--- src/rtl/icache_pkg.sv ---
package icache_pkg;

    typedef enum logic [0:0] {
        S_LOOKUP,
        S_FILL
    } ctrl_state_t;

    typedef enum logic [1:0] {
        RF_IDLE,
        RF_LEAD,
        RF_TAIL
    } refill_state_t;

endpackage

--- src/rtl/icache_tags.sv ---
module icache_tags #(
    parameter int LINES = 4,
    parameter int TAG_W = 12,
    parameter int IDX_W = $clog2(LINES)
) (
    input  logic             clk,
    input  logic             rst_n,
    input  logic [IDX_W-1:0] rd_idx,
    output logic             rd_valid,
    output logic [TAG_W-1:0] rd_tag,
    input  logic             claim,
    input  logic [IDX_W-1:0] claim_idx,
    input  logic [TAG_W-1:0] claim_tag,
    input  logic             commit,
    input  logic [IDX_W-1:0] commit_idx
);

    logic [LINES-1:0] valid_q;
    logic [TAG_W-1:0] tag_q [LINES];

    for (genvar g = 0; g < LINES; g++) begin : g_line
        always_ff @(posedge clk or negedge rst_n) begin
            if (!rst_n) begin
                valid_q[g] <= 1'b0;
                tag_q[g]   <= '0;
            end else if (claim && claim_idx == IDX_W'(g)) begin
                valid_q[g] <= 1'b0;
                tag_q[g]   <= claim_tag;
            end else if (commit && commit_idx == IDX_W'(g)) begin
                valid_q[g] <= 1'b1;
            end
        end
    end

    always_comb begin
        rd_valid = valid_q[rd_idx];
        rd_tag   = tag_q[rd_idx];
    end

endmodule

--- src/rtl/icache_data.sv ---
module icache_data #(
    parameter int LINES  = 4,
    parameter int WORDS  = 4,
    parameter int DATA_W = 32,
    parameter int IDX_W  = $clog2(LINES),
    parameter int OFF_W  = $clog2(WORDS)
) (
    input  logic              clk,
    input  logic              wr_en,
    input  logic [IDX_W-1:0]  wr_idx,
    input  logic [OFF_W-1:0]  wr_off,
    input  logic [DATA_W-1:0] wr_data,
    input  logic [IDX_W-1:0]  rd_idx,
    input  logic [OFF_W-1:0]  rd_off,
    output logic [DATA_W-1:0] rd_data
);

    localparam int ENTRIES = LINES * WORDS;

    logic [DATA_W-1:0] store_q [ENTRIES];

    always_ff @(posedge clk) begin
        if (wr_en) begin
            store_q[{wr_idx, wr_off}] <= wr_data;
        end
    end

    assign rd_data = store_q[{rd_idx, rd_off}];

endmodule

--- src/rtl/icache_refill.sv ---
module icache_refill
    import icache_pkg::*;
#(
    parameter int ADDR_W    = 16,
    parameter int WORDS     = 4,
    parameter int FIRST_LAT = 5,
    parameter int BURST_LAT = 1,
    parameter int OFF_W     = $clog2(WORDS),
    parameter int LINE_W    = ADDR_W - OFF_W
) (
    input  logic              clk,
    input  logic              rst_n,
    input  logic              start,
    input  logic              burst,
    input  logic [LINE_W-1:0] line_addr,
    output logic              mem_rd,
    output logic [ADDR_W-1:0] mem_addr,
    output logic              beat_done,
    output logic [OFF_W-1:0]  beat_off,
    output logic              last_beat
);

    localparam int MAX_LAT = (FIRST_LAT > BURST_LAT) ? FIRST_LAT : BURST_LAT;
    localparam int LAT_W   = $clog2(MAX_LAT) + 1;
    localparam logic [LAT_W-1:0] FIRST_RELOAD = LAT_W'(FIRST_LAT - 1);
    localparam logic [LAT_W-1:0] BURST_RELOAD = LAT_W'(BURST_LAT - 1);
    localparam logic [OFF_W-1:0] LAST_OFF     = OFF_W'(WORDS - 1);

    refill_state_t     state_q, state_d;
    logic [OFF_W-1:0]  beat_q, beat_d;
    logic [LAT_W-1:0]  wait_q, wait_d;
    logic              burst_q;
    logic [LINE_W-1:0] line_q;
    logic              word_arrives;
    logic [LAT_W-1:0]  reload;

    assign word_arrives = (state_q != RF_IDLE) && (wait_q == '0);
    assign reload       = burst_q ? BURST_RELOAD : FIRST_RELOAD;

    // next-state and counter logic
    always_comb begin
        state_d = state_q;
        beat_d  = beat_q;
        wait_d  = wait_q;
        unique case (state_q)
            RF_IDLE: begin
                if (start) begin
                    state_d = RF_LEAD;
                    beat_d  = '0;
                    wait_d  = FIRST_RELOAD;
                end
            end
            RF_LEAD, RF_TAIL: begin
                if (word_arrives) begin
                    if (beat_q == LAST_OFF) begin
                        state_d = RF_IDLE;
                    end else begin
                        state_d = RF_TAIL;
                        beat_d  = beat_q + OFF_W'(1);
                        wait_d  = reload;
                    end
                end else begin
                    wait_d = wait_q - LAT_W'(1);
                end
            end
            default: state_d = RF_IDLE;
        endcase
    end

    // state register
    always_ff @(posedge clk or negedge rst_n) begin
        if (!rst_n) begin
            state_q <= RF_IDLE;
            beat_q  <= '0;
            wait_q  <= '0;
            burst_q <= 1'b0;
            line_q  <= '0;
        end else begin
            state_q <= state_d;
            beat_q  <= beat_d;
            wait_q  <= wait_d;
            if (state_q == RF_IDLE && start) begin
                burst_q <= burst;
                line_q  <= line_addr;
            end
        end
    end

    // outputs
    always_comb begin
        mem_rd    = (state_q != RF_IDLE);
        mem_addr  = {line_q, beat_q};
        beat_done = word_arrives;
        beat_off  = beat_q;
        last_beat = word_arrives && (beat_q == LAST_OFF);
    end

endmodule

--- src/rtl/icache_stats.sv ---
module icache_stats #(
    parameter int CNT_W = 32
) (
    input  logic             clk,
    input  logic             rst_n,
    input  logic             hit_inc,
    input  logic             miss_inc,
    output logic [CNT_W-1:0] hit_count,
    output logic [CNT_W-1:0] miss_count
);

    logic [1:0]       inc;
    logic [CNT_W-1:0] cnt_q [2];

    assign inc = {miss_inc, hit_inc};

    for (genvar g = 0; g < 2; g++) begin : g_cnt
        always_ff @(posedge clk or negedge rst_n) begin
            if (!rst_n) begin
                cnt_q[g] <= '0;
            end else if (inc[g] && cnt_q[g] != '1) begin
                cnt_q[g] <= cnt_q[g] + CNT_W'(1);
            end
        end
    end

    assign hit_count  = cnt_q[0];
    assign miss_count = cnt_q[1];

endmodule

--- src/rtl/icache_core.sv ---
module icache_core
    import icache_pkg::*;
#(
    parameter int ADDR_W    = 16,
    parameter int DATA_W    = 32,
    parameter int LINES     = 4,
    parameter int WORDS     = 4,
    parameter int FIRST_LAT = 5,
    parameter int BURST_LAT = 1,
    parameter int CNT_W     = 32
) (
    input  logic              clk,
    input  logic              rst_n,
    input  logic              burst_en,
    input  logic              req_valid,
    input  logic [ADDR_W-1:0] req_addr,
    output logic              req_ready,
    output logic [DATA_W-1:0] rsp_data,
    output logic              mem_rd,
    output logic [ADDR_W-1:0] mem_addr,
    input  logic [DATA_W-1:0] mem_rdata,
    output logic [CNT_W-1:0]  hit_count,
    output logic [CNT_W-1:0]  miss_count
);

    localparam int OFF_W  = $clog2(WORDS);
    localparam int IDX_W  = $clog2(LINES);
    localparam int TAG_W  = ADDR_W - OFF_W - IDX_W;
    localparam int LINE_W = ADDR_W - OFF_W;

    ctrl_state_t       state_q, state_d;

    logic [OFF_W-1:0]  req_off;
    logic [IDX_W-1:0]  req_idx;
    logic [TAG_W-1:0]  req_tag;
    logic              tag_valid;
    logic [TAG_W-1:0]  tag_stored;
    logic              lookup_hit;
    logic              miss_start;
    logic [DATA_W-1:0] arr_data;
    logic              beat_done;
    logic [OFF_W-1:0]  beat_off;
    logic              last_beat;
    logic              fill_done;

    assign req_off = req_addr[OFF_W-1:0];
    assign req_idx = req_addr[OFF_W +: IDX_W];
    assign req_tag = req_addr[ADDR_W-1 -: TAG_W];

    assign lookup_hit = (state_q == S_LOOKUP) && req_valid &&
                        tag_valid && (tag_stored == req_tag);
    assign miss_start = (state_q == S_LOOKUP) && req_valid &&
                        !(tag_valid && (tag_stored == req_tag));
    assign fill_done  = (state_q == S_FILL) && last_beat;

    icache_tags #(
        .LINES (LINES),
        .TAG_W (TAG_W),
        .IDX_W (IDX_W)
    ) u_tags (
        .clk        (clk),
        .rst_n      (rst_n),
        .rd_idx     (req_idx),
        .rd_valid   (tag_valid),
        .rd_tag     (tag_stored),
        .claim      (miss_start),
        .claim_idx  (req_idx),
        .claim_tag  (req_tag),
        .commit     (fill_done),
        .commit_idx (mem_addr[OFF_W +: IDX_W])
    );

    icache_data #(
        .LINES  (LINES),
        .WORDS  (WORDS),
        .DATA_W (DATA_W),
        .IDX_W  (IDX_W),
        .OFF_W  (OFF_W)
    ) u_data (
        .clk     (clk),
        .wr_en   (beat_done),
        .wr_idx  (mem_addr[OFF_W +: IDX_W]),
        .wr_off  (beat_off),
        .wr_data (mem_rdata),
        .rd_idx  (req_idx),
        .rd_off  (req_off),
        .rd_data (arr_data)
    );

    icache_refill #(
        .ADDR_W    (ADDR_W),
        .WORDS     (WORDS),
        .FIRST_LAT (FIRST_LAT),
        .BURST_LAT (BURST_LAT),
        .OFF_W     (OFF_W),
        .LINE_W    (LINE_W)
    ) u_refill (
        .clk       (clk),
        .rst_n     (rst_n),
        .start     (miss_start),
        .burst     (burst_en),
        .line_addr (req_addr[ADDR_W-1:OFF_W]),
        .mem_rd    (mem_rd),
        .mem_addr  (mem_addr),
        .beat_done (beat_done),
        .beat_off  (beat_off),
        .last_beat (last_beat)
    );

    icache_stats #(
        .CNT_W (CNT_W)
    ) u_stats (
        .clk        (clk),
        .rst_n      (rst_n),
        .hit_inc    (lookup_hit),
        .miss_inc   (miss_start),
        .hit_count  (hit_count),
        .miss_count (miss_count)
    );

    // controller next state
    always_comb begin
        state_d = state_q;
        unique case (state_q)
            S_LOOKUP: if (miss_start) state_d = S_FILL;
            S_FILL:   if (last_beat)  state_d = S_LOOKUP;
            default:  state_d = S_LOOKUP;
        endcase
    end

    // controller state register
    always_ff @(posedge clk or negedge rst_n) begin
        if (!rst_n) begin
            state_q <= S_LOOKUP;
        end else begin
            state_q <= state_d;
        end
    end

    // controller outputs; the final word is forwarded from memory
    always_comb begin
        req_ready = lookup_hit || fill_done;
        rsp_data  = arr_data;
        if (fill_done && (req_off == beat_off)) begin
            rsp_data = mem_rdata;
        end
    end

endmodule

--- config.mk ---
export PLATFORM = sky130hd
export DESIGN_NAME = icache_core
export DESIGN_NICKNAME = d
export VERILOG_FILES = /design/src/rtl/icache_pkg.sv /design/src/rtl/icache_tags.sv /design/src/rtl/icache_data.sv /design/src/rtl/icache_refill.sv /design/src/rtl/icache_stats.sv /design/src/rtl/icache_core.sv
export SDC_FILE = /design/constraint.sdc
export NUM_CORES = 1
export LEC_CHECK = 0
export ABC_AREA = 1
export BUFFER_PORTS_ARGS = -buffer_cell sky130_fd_sc_hd__buf_2
export CORE_UTILIZATION = 40
export DETAILED_ROUTE_END_ITERATION = 12
export PLACE_DENSITY_LB_ADDON = 0.3
export SLEW_MARGIN = 10
export SYNTH_ARGS = -nofsm -noshare
export SYNTH_HDL_FRONTEND = slang
export SYNTH_HIERARCHICAL = 1
export SYNTH_SLANG_ARGS = --single-unit
--- constraint.sdc ---
create_clock -name clk -period 3.58 [get_ports clk]
set_input_delay 0.895 -clock clk [delete_from_list [all_inputs] [get_ports clk]]
set_output_delay 0.895 -clock clk [all_outputs]
set_load 0.02 [all_outputs]
-- Yosys cells after proc, flatten, opt, wreduce, memory -nomap -nowiden
Memories as Yosys holds them, arrays and structs flattened.
Index checks and enable logic that the tools add are counted.
- word-level logic and storage cells: 110
- input port bits: 52
- bits in writable memories: 512
- memories: 1
- register bits after elaboration: 140
- equal/unequal tests: 17
- order comparisons: 2
- reductions and logical operators: 36
- multiplexer cells: 32
- $add $sub $neg: 4
- bitwise gates (word level): 2
- memory list (name ; words ; width ; rd ports ; clocked after memory_dff ; wr ports ; RTL line ; text):
    u_data.store_q ; 16 ; 32 ; 1 ; 0 ; 1 ; icache_data.sv:20 ; logic [DATA_W-1:0] store_q [ENTRIES];
- operator list (cell ; number):
    $add A32 B1 Y32 const B ; 2
    $ne A32 B32 Y1 const B ; 2
    $mux W32 ; 1
    $bmux W12 S2 ; 1
    $mux W12 ; 2
    $logic_and A1 B1 Y1 ; 20
    $mux W1 ; 13
    $eq A12 B12 Y1 ; 1
    $eq A2 B2 Y1 const B ; 6
    $mux W2 ; 6
    $mux W4 ; 3
    $reduce_bool A2 Y1 ; 6
    $pmux W2 S2 ; 2
    $pmux W4 S2 ; 1
    $eq A2 B1 Y1 const B ; 3
    $logic_not A2 Y1 ; 3
    $logic_not A4 Y1 ; 1
    $ne A2 B1 Y1 const B ; 2
    $reduce_and A4 Y1 ; 1
    $sub A4 B1 Y4 const B ; 1
    $ge A3 B3 Y1 const B ; 1
    $lt A2 B3 Y1 const B ; 1
    $mux W3 ; 1
    $ne A3 B3 Y1 const B ; 1
    12 further kinds ; 12

-- Logic depth before layout (Yosys ltp)
- depth after elaboration: 10
- depth in mapped cells: 22
- gate-level depth less buffers: 20

-- By module
Netlist, hierarchy kept.
- modules (own cells, without submodules) (module ; cells each ; area each (um^2) ; times used):
    icache_data ; 2088 ; 22089.9 ; 1
    icache_stats ; 651 ; 4222.8 ; 1
    icache_tags ; 357 ; 2763.9 ; 1
    icache_refill ; 115 ; 1173.6 ; 1
    icache_core ; 200 ; 1038.5 ; 1

-- Worst setup path after synthesis
Ideal clock, no wire load.
- path type: in2reg
- from: input req_addr[2]
- to: register u_stats.cnt_q, in the netlist u_stats/miss_count[21]
- data arrival time: 2.992 ns
- slack: 0.470 ns
- stages: 19
- cells stage by stage: buf_2 > inv_2 > buf_2 > nand2_1 > nand3_1 > nand2_1 > or2_2 > nand3_1 > nor2_1 > nand2_1 > nand2_1 > inv_1 > inv_1 > nor2_1 > nand2_1 > nor2_2 > nand3_1 > nand2_1 > nand2_1
- word-level cells in the longest chain between the ends: 9
- ends and longest elaborated chain (what ; RTL line ; text):
    start, declared ; icache_core.sv:16 ; input logic [ADDR_W-1:0] req_addr,
    $not A2 Y3 (not written as such) ; icache_tags.sv:37 ; rd_tag = tag_q[rd_idx];
    $bmux W12 S2 ; icache_tags.sv:37 ;
    $mux W12 (not written as such) (2 in series) ; icache_tags.sv:37 ;
    net tag_stored[2] ; icache_core.sv:37 ; logic [TAG_W-1:0] tag_stored;
    $eq A12 B12 Y1 ; icache_core.sv:53 ; !(tag_valid && (tag_stored == req_tag));
    $logic_and A1 B1 Y1 ; icache_core.sv:53 ;
    $logic_not A1 Y1 ; icache_core.sv:53 ;
    $logic_and A1 B1 Y1 ; icache_core.sv:52 ; assign miss_start = (state_q == S_LOOKUP) && req_valid &&
    net miss_start ; icache_core.sv:39 ; logic miss_start;
    $logic_and A1 B1 Y1 ; icache_stats.sv:21 ; end else if (inc[g] && cnt_q[g] != '1) begin
    end signal, assigned by index ; icache_stats.sv:22 ; cnt_q[g] <= cnt_q[g] + CNT_W'(1);
    end, declared ; icache_stats.sv:13 ; logic [CNT_W-1:0] cnt_q [2];
The timed path passes the listed nets, and every way through them passes these cells. The select of a mux whose other input is x is not followed.
A chain may end at the register's enable or synchronous reset.

-- Worst setup path in the final report
- from: register u_refill.wait_q[0]
- to: output rsp_data[2]
- word-level cells in the longest chain between the ends: 6
- ends and longest elaborated chain (what ; RTL line ; text):
    start, declared ; icache_refill.sv:31 ; logic [LAT_W-1:0] wait_q, wait_d;
    start signal, assigned ; icache_refill.sv:81 ; wait_q <= wait_d;
    $logic_not A4 Y1 ; icache_refill.sv:37 ; assign word_arrives = (state_q != RF_IDLE) && (wait_q == '0);
    $logic_and A1 B1 Y1 ; icache_refill.sv:37 ;
    $logic_and A1 B1 Y1 ; icache_refill.sv:95 ; last_beat = word_arrives && (beat_q == LAST_OFF);
    net last_beat ; icache_core.sv:43 ; logic last_beat;
    $logic_and A1 B1 Y1 ; icache_core.sv:54 ; assign fill_done = (state_q == S_FILL) && last_beat;
    net fill_done ; icache_core.sv:44 ; logic fill_done;
    $logic_and A1 B1 Y1 ; icache_core.sv:144 ; if (fill_done && (req_off == beat_off)) begin
    $mux W32 ; icache_core.sv:144 ;
    end, declared ; icache_core.sv:18 ; output logic [DATA_W-1:0] rsp_data,
The timed path passes the listed nets, and every way through them passes these cells.

==> results.txt <==
- Area growth, synth to finish: 15.64%
- In the synthesized netlist the async set-or-reset flop fraction comes to 0.2147.
- Top cell type by total area after synthesis: sky130_fd_sc_hd__edfxtp_1
* Synthesized instance count: approximately 3400
* First-pass GRT wire length: approximately 120000 µm
- Avg Inst Size Synth: ~9 µm²
- Before antenna repair, the detailed router went through 5 iterations.
- Worst skew pair latency: around 0.62 ns
- Placeable core region: 0.07747 mm²
- The run finished with clean final reports.
- The synthesized design contains roughly 510 enable-type register cells.
- Total setup violations reported at the end of the flow: 0
- Number of flip-flops and latches in the synthesized netlist: 652
* Worst slack on hold paths: 0.2872 ns
- VDD sags by at most around 320 µV.
- Static timing analysis puts the maximum clock frequency at 286.0 MHz.
* Sequential-to-total area share from yosys stat: 0.6034
* Hold crit path type: in -> async
- Entering global routing, the biggest net connects slightly below 90 pins.
- Count of maximum capacitance violations: 0
- The routed design has approximately 78000 µm of wire.
* Endpoints failing hold: 0
* Via count of the first global-routing pass: approximately 21000
* Average vias per placed instance: 4.806
* Arr. time, crit path: 2.60 ns
- Yosys instantiated no cell more often than sky130_fd_sc_hd__nand2_1.
- For this design, the sink count on the clock tree is 652.
- During placement, the flow inserted port buffers numbering 165.
- Detailed placement finished with a half-perimeter wire length of between 40000 and 50000 µm.
* Overall global routing resource usage: 0.1957
- The detail route stage leaves a number of antenna-violating nets equal to 0.
- Of the available clock period, the critical path in the final layout requires 0.9768.
* Chain of cells forming the critical path: inv_2, ha_1, inv_1, nor2_4, nand2_2, nor2_4, nand2_2, inv_4, nand3_4, buf_12, o21ai_2, buf_2
- The commonest cells after synthesis are 1202 x sky130_fd_sc_hd__nand2_1, 582 x sky130_fd_sc_hd__inv_1, 512 x sky130_fd_sc_hd__edfxtp_1, 474 x sky130_fd_sc_hd__nand3_1, 140 x sky130_fd_sc_hd__dfrtp_1.
* Number of antenna violations at the first check in global routing: 6
- Layout cell share with drive strength beyond 1: 0.1382
- The floorplan step defined a die boundary enclosing around 0.08 mm².
- # H-tree levels: 3
* Fill cell total of the finished layout: 7293
- The initial utilization of the core area, before any placement, comes to 0.4039.
- The netlist uses 37 different library cells.
* Post-route insts no fill: between 4000 and 5000
* Dominant synthesized flop cell: sky130_fd_sc_hd__edfxtp_1
- Setup slack after placement: ~0.12 ns
- For this run the aggregate overflow at the end of global routing stands at 0.
- TritonCTS clock tree: built
* Max-slew violation count: 0
* Routing usage on met2: 0.3323
- The number of clock buffers added by TritonCTS is 74.
* Root buf cell: sky130_fd_sc_hd__clkbuf_16
- Detailed router's first-iteration violation count: around 1600
- Largest fanout on the critical path: 7
- Top cell type's share of synthesized area: 0.4914
* Worst slew pin tran: around 0.7 ns
- Master of the slowest instance on the critical path: sky130_fd_sc_hd__dfrtp_1
* Setup repair after global routing missed its margin: yes
* PD cells: 463.3 mW/mm²
- Final worst clock skew: around 0.042 ns
- The worst setup path is of the reg -> out kind.
- Residual DRC: 0
- I/O pin count: between 150 and 200
- The worst setup path is launched from a flip-flop.
- The repair_antennas step left the layout with diodes totalling 0.
* GR Layer Usage met1: 0.2568
- Highest cell delay on the worst timing path: 0.39 ns
- Number of buffers on the longest clock path: 3
* Gr busiest metal: met2
* Site row count: 102
- Max-Slew Margin vs Limit: 0.5335
- Yosys attributes the largest share of cell area to sky130_fd_sc_hd__edfxtp_1 49%, sky130_fd_sc_hd__nand2_1 14%, sky130_fd_sc_hd__dfrtp_1 11%, sky130_fd_sc_hd__nand3_1 7.6%, sky130_fd_sc_hd__inv_1 7.0%.
* Final critical-path required period: 3.497 ns
* Critical path data required time: about 2.7 ns
- In the final routed layout, each cell accounts on average for between 15 and 20 µm.
* Overall via count from detail_route: about 23000
- Global routing usage on met3: 0.03298
- Die boundary height: between 200 and 300 µm
- Synthesis produced a netlist with a net count of 3471.
- Worst Setup End Kind: primary output
* Final critical-path setup slack: approximately 0.083 ns
- Routability-driven placement finished with a final weighted congestion of just under 0.9.
- Die W: approximately 280 µm
- Count of yosys warnings during synthesis: 6
* Nets: ~3600
- For this design the static power due to leakage is 0.01626 µW.
- Post-synthesis instance area: ~0.031 mm²
- Reg clk slew, reported paths: 0.06 ns
* Placed insts: approximately 4500
- Slack of the worst reg-to-reg path: 0.86 ns
repair_timing:
item / in CTS / in global routing
setup endpoints to repair: 32 / 31
resized for setup: 26 / 25
hold buffers: 0 / 0
buffers inserted: 8 / 1
pin swaps: 2 / 2
gates cloned: 2 / 2
power breakdown:
part | switching [µW] | internal [µW]
Clock | 3130 | 4420
Sequential | 7.77 | 8190
Combinational | 695 | 317
Total | 3840 | 12900
cells by family (layout without fill, tap and decap cells):
group / after synthesis / after routing / share of synthesized area
xor+xnor: 22 / 22 / 0.006158
buf+inv: 729 / 965 / 0.1031
mux: 14 / 14 / 0.005998
compound gates: 89 / 89 / 0.02179
fa+ha+maj: 8 / 8 / 0.003199
flops: 652 / 652 / 0.6034
simple gates: 1897 / 1897 / 0.2564
registers in the layout, summed over array words and instances (netlist names):
register            cells
u_tags/tag_q           48
u_refill/wait_q         4
state_q                 1
u_refill/state_q        2
u_refill/line_q        14
u_refill/beat_off       2
u_refill/burst_q        1
u_stats/hit_count      32
u_data/store_q        512
u_tags/valid_q          4
u_stats/miss_count     32
worst max-delay path: cells and delay by family, from the launching register on:
kind | cells | cell delay, ns
AND/OR/NAND/NOR | 5 | 0.53
adder cells (fa/ha/maj) | 1 | 0.14
flip-flops | 1 | 0.39
buffers and inverters | 5 | 0.66
AO/OA/AOI/OAI | 1 | 0.24
per-layer routing:
layer | up-vias | share of wire | routed length [µm]
met5 | - | 0.00085 | 66
li1 | 11164 | - | -
met2 | 525 | 0.49 | 38120
met1 | 10727 | 0.43 | 33690
met4 | 10 | 0.018 | 1394
met3 | 101 | 0.059 | 4564
final timing paths:
kind,cells after the start,endpoint,start
max in group asynchronous,2,u_tags/valid_q[3],rst_n
setup / recovery,12,rsp_data[2],u_refill/wait_q[0]
hold reg to reg,2,u_tags/tag_q[42],u_tags/tag_q[42]
min in group clk,2,u_tags/tag_q[42],u_tags/tag_q[42]
hold / removal,1,u_stats/miss_count[17],rst_n
setup reg to reg,10,u_data/store_q[10][4],u_refill/wait_q[0]
final cells by class:
| cell class | instances | area [µm²] | area share |
|---|---|---|---|
| repair buffers | 240 | 1934 | 0.05346 |
| clock inverters | 49 | 481.7 | 0.01331 |
| clock buffers | 87 | 1972 | 0.05450 |
| multi-input cells | 2030 | 9390 | 0.2595 |
| flip-flops and latches | 652 | 18880 | 0.5217 |
| inverters | 589 | 2226 | 0.06152 |
| well taps | 1040 | 1301 | 0.03596 |
layout by cell type (no fill, tap or decap), types with 8 or more instances in the layout:
cell type,Yosys,layout
sky130_fd_sc_hd__inv_2,5,9
sky130_fd_sc_hd__edfxtp_1,512,512
sky130_fd_sc_hd__nand3_1,474,474
sky130_fd_sc_hd__o21ai_0,14,14
sky130_fd_sc_hd__dfrtp_1,140,140
sky130_fd_sc_hd__buf_2,50,146
sky130_fd_sc_hd__nand3b_1,22,22
sky130_fd_sc_hd__nor2_1,138,120
sky130_fd_sc_hd__nand4_1,22,22
sky130_fd_sc_hd__buf_4,10,53
sky130_fd_sc_hd__nand2_2,6,17
sky130_fd_sc_hd__xnor2_1,17,17
sky130_fd_sc_hd__clkinv_2,0,18
sky130_fd_sc_hd__nor2_2,12,12
sky130_fd_sc_hd__mux2_4,8,8
sky130_fd_sc_hd__o21ai_2,61,57
sky130_fd_sc_hd__inv_1,582,576
sky130_fd_sc_hd__clkinv_1,0,13
sky130_fd_sc_hd__clkbuf_16,0,76
sky130_fd_sc_hd__nor2_4,2,20
sky130_fd_sc_hd__buf_12,1,30
sky130_fd_sc_hd__nand2_1,1202,1191
stage by stage:
stage | power (µW) | instance area [µm²] | util | setup TNS [ns]
5_1_grt | 17340 | 36180 | 0.4671 | 0
2_1_floorplan | 8968 | 31290 | - | 0
3_5_place_dp | 9353 | 33380 | 0.4309 | 0
3_3_place_gp | 9344 | 33380 | 0.4309 | 0
6_report | 16760 | 36180 | 0.4671 | 0
4_1_cts | 16920 | 36050 | 0.4654 | -0.006507
No activity file was read; power rests on OpenSTA's default activity.
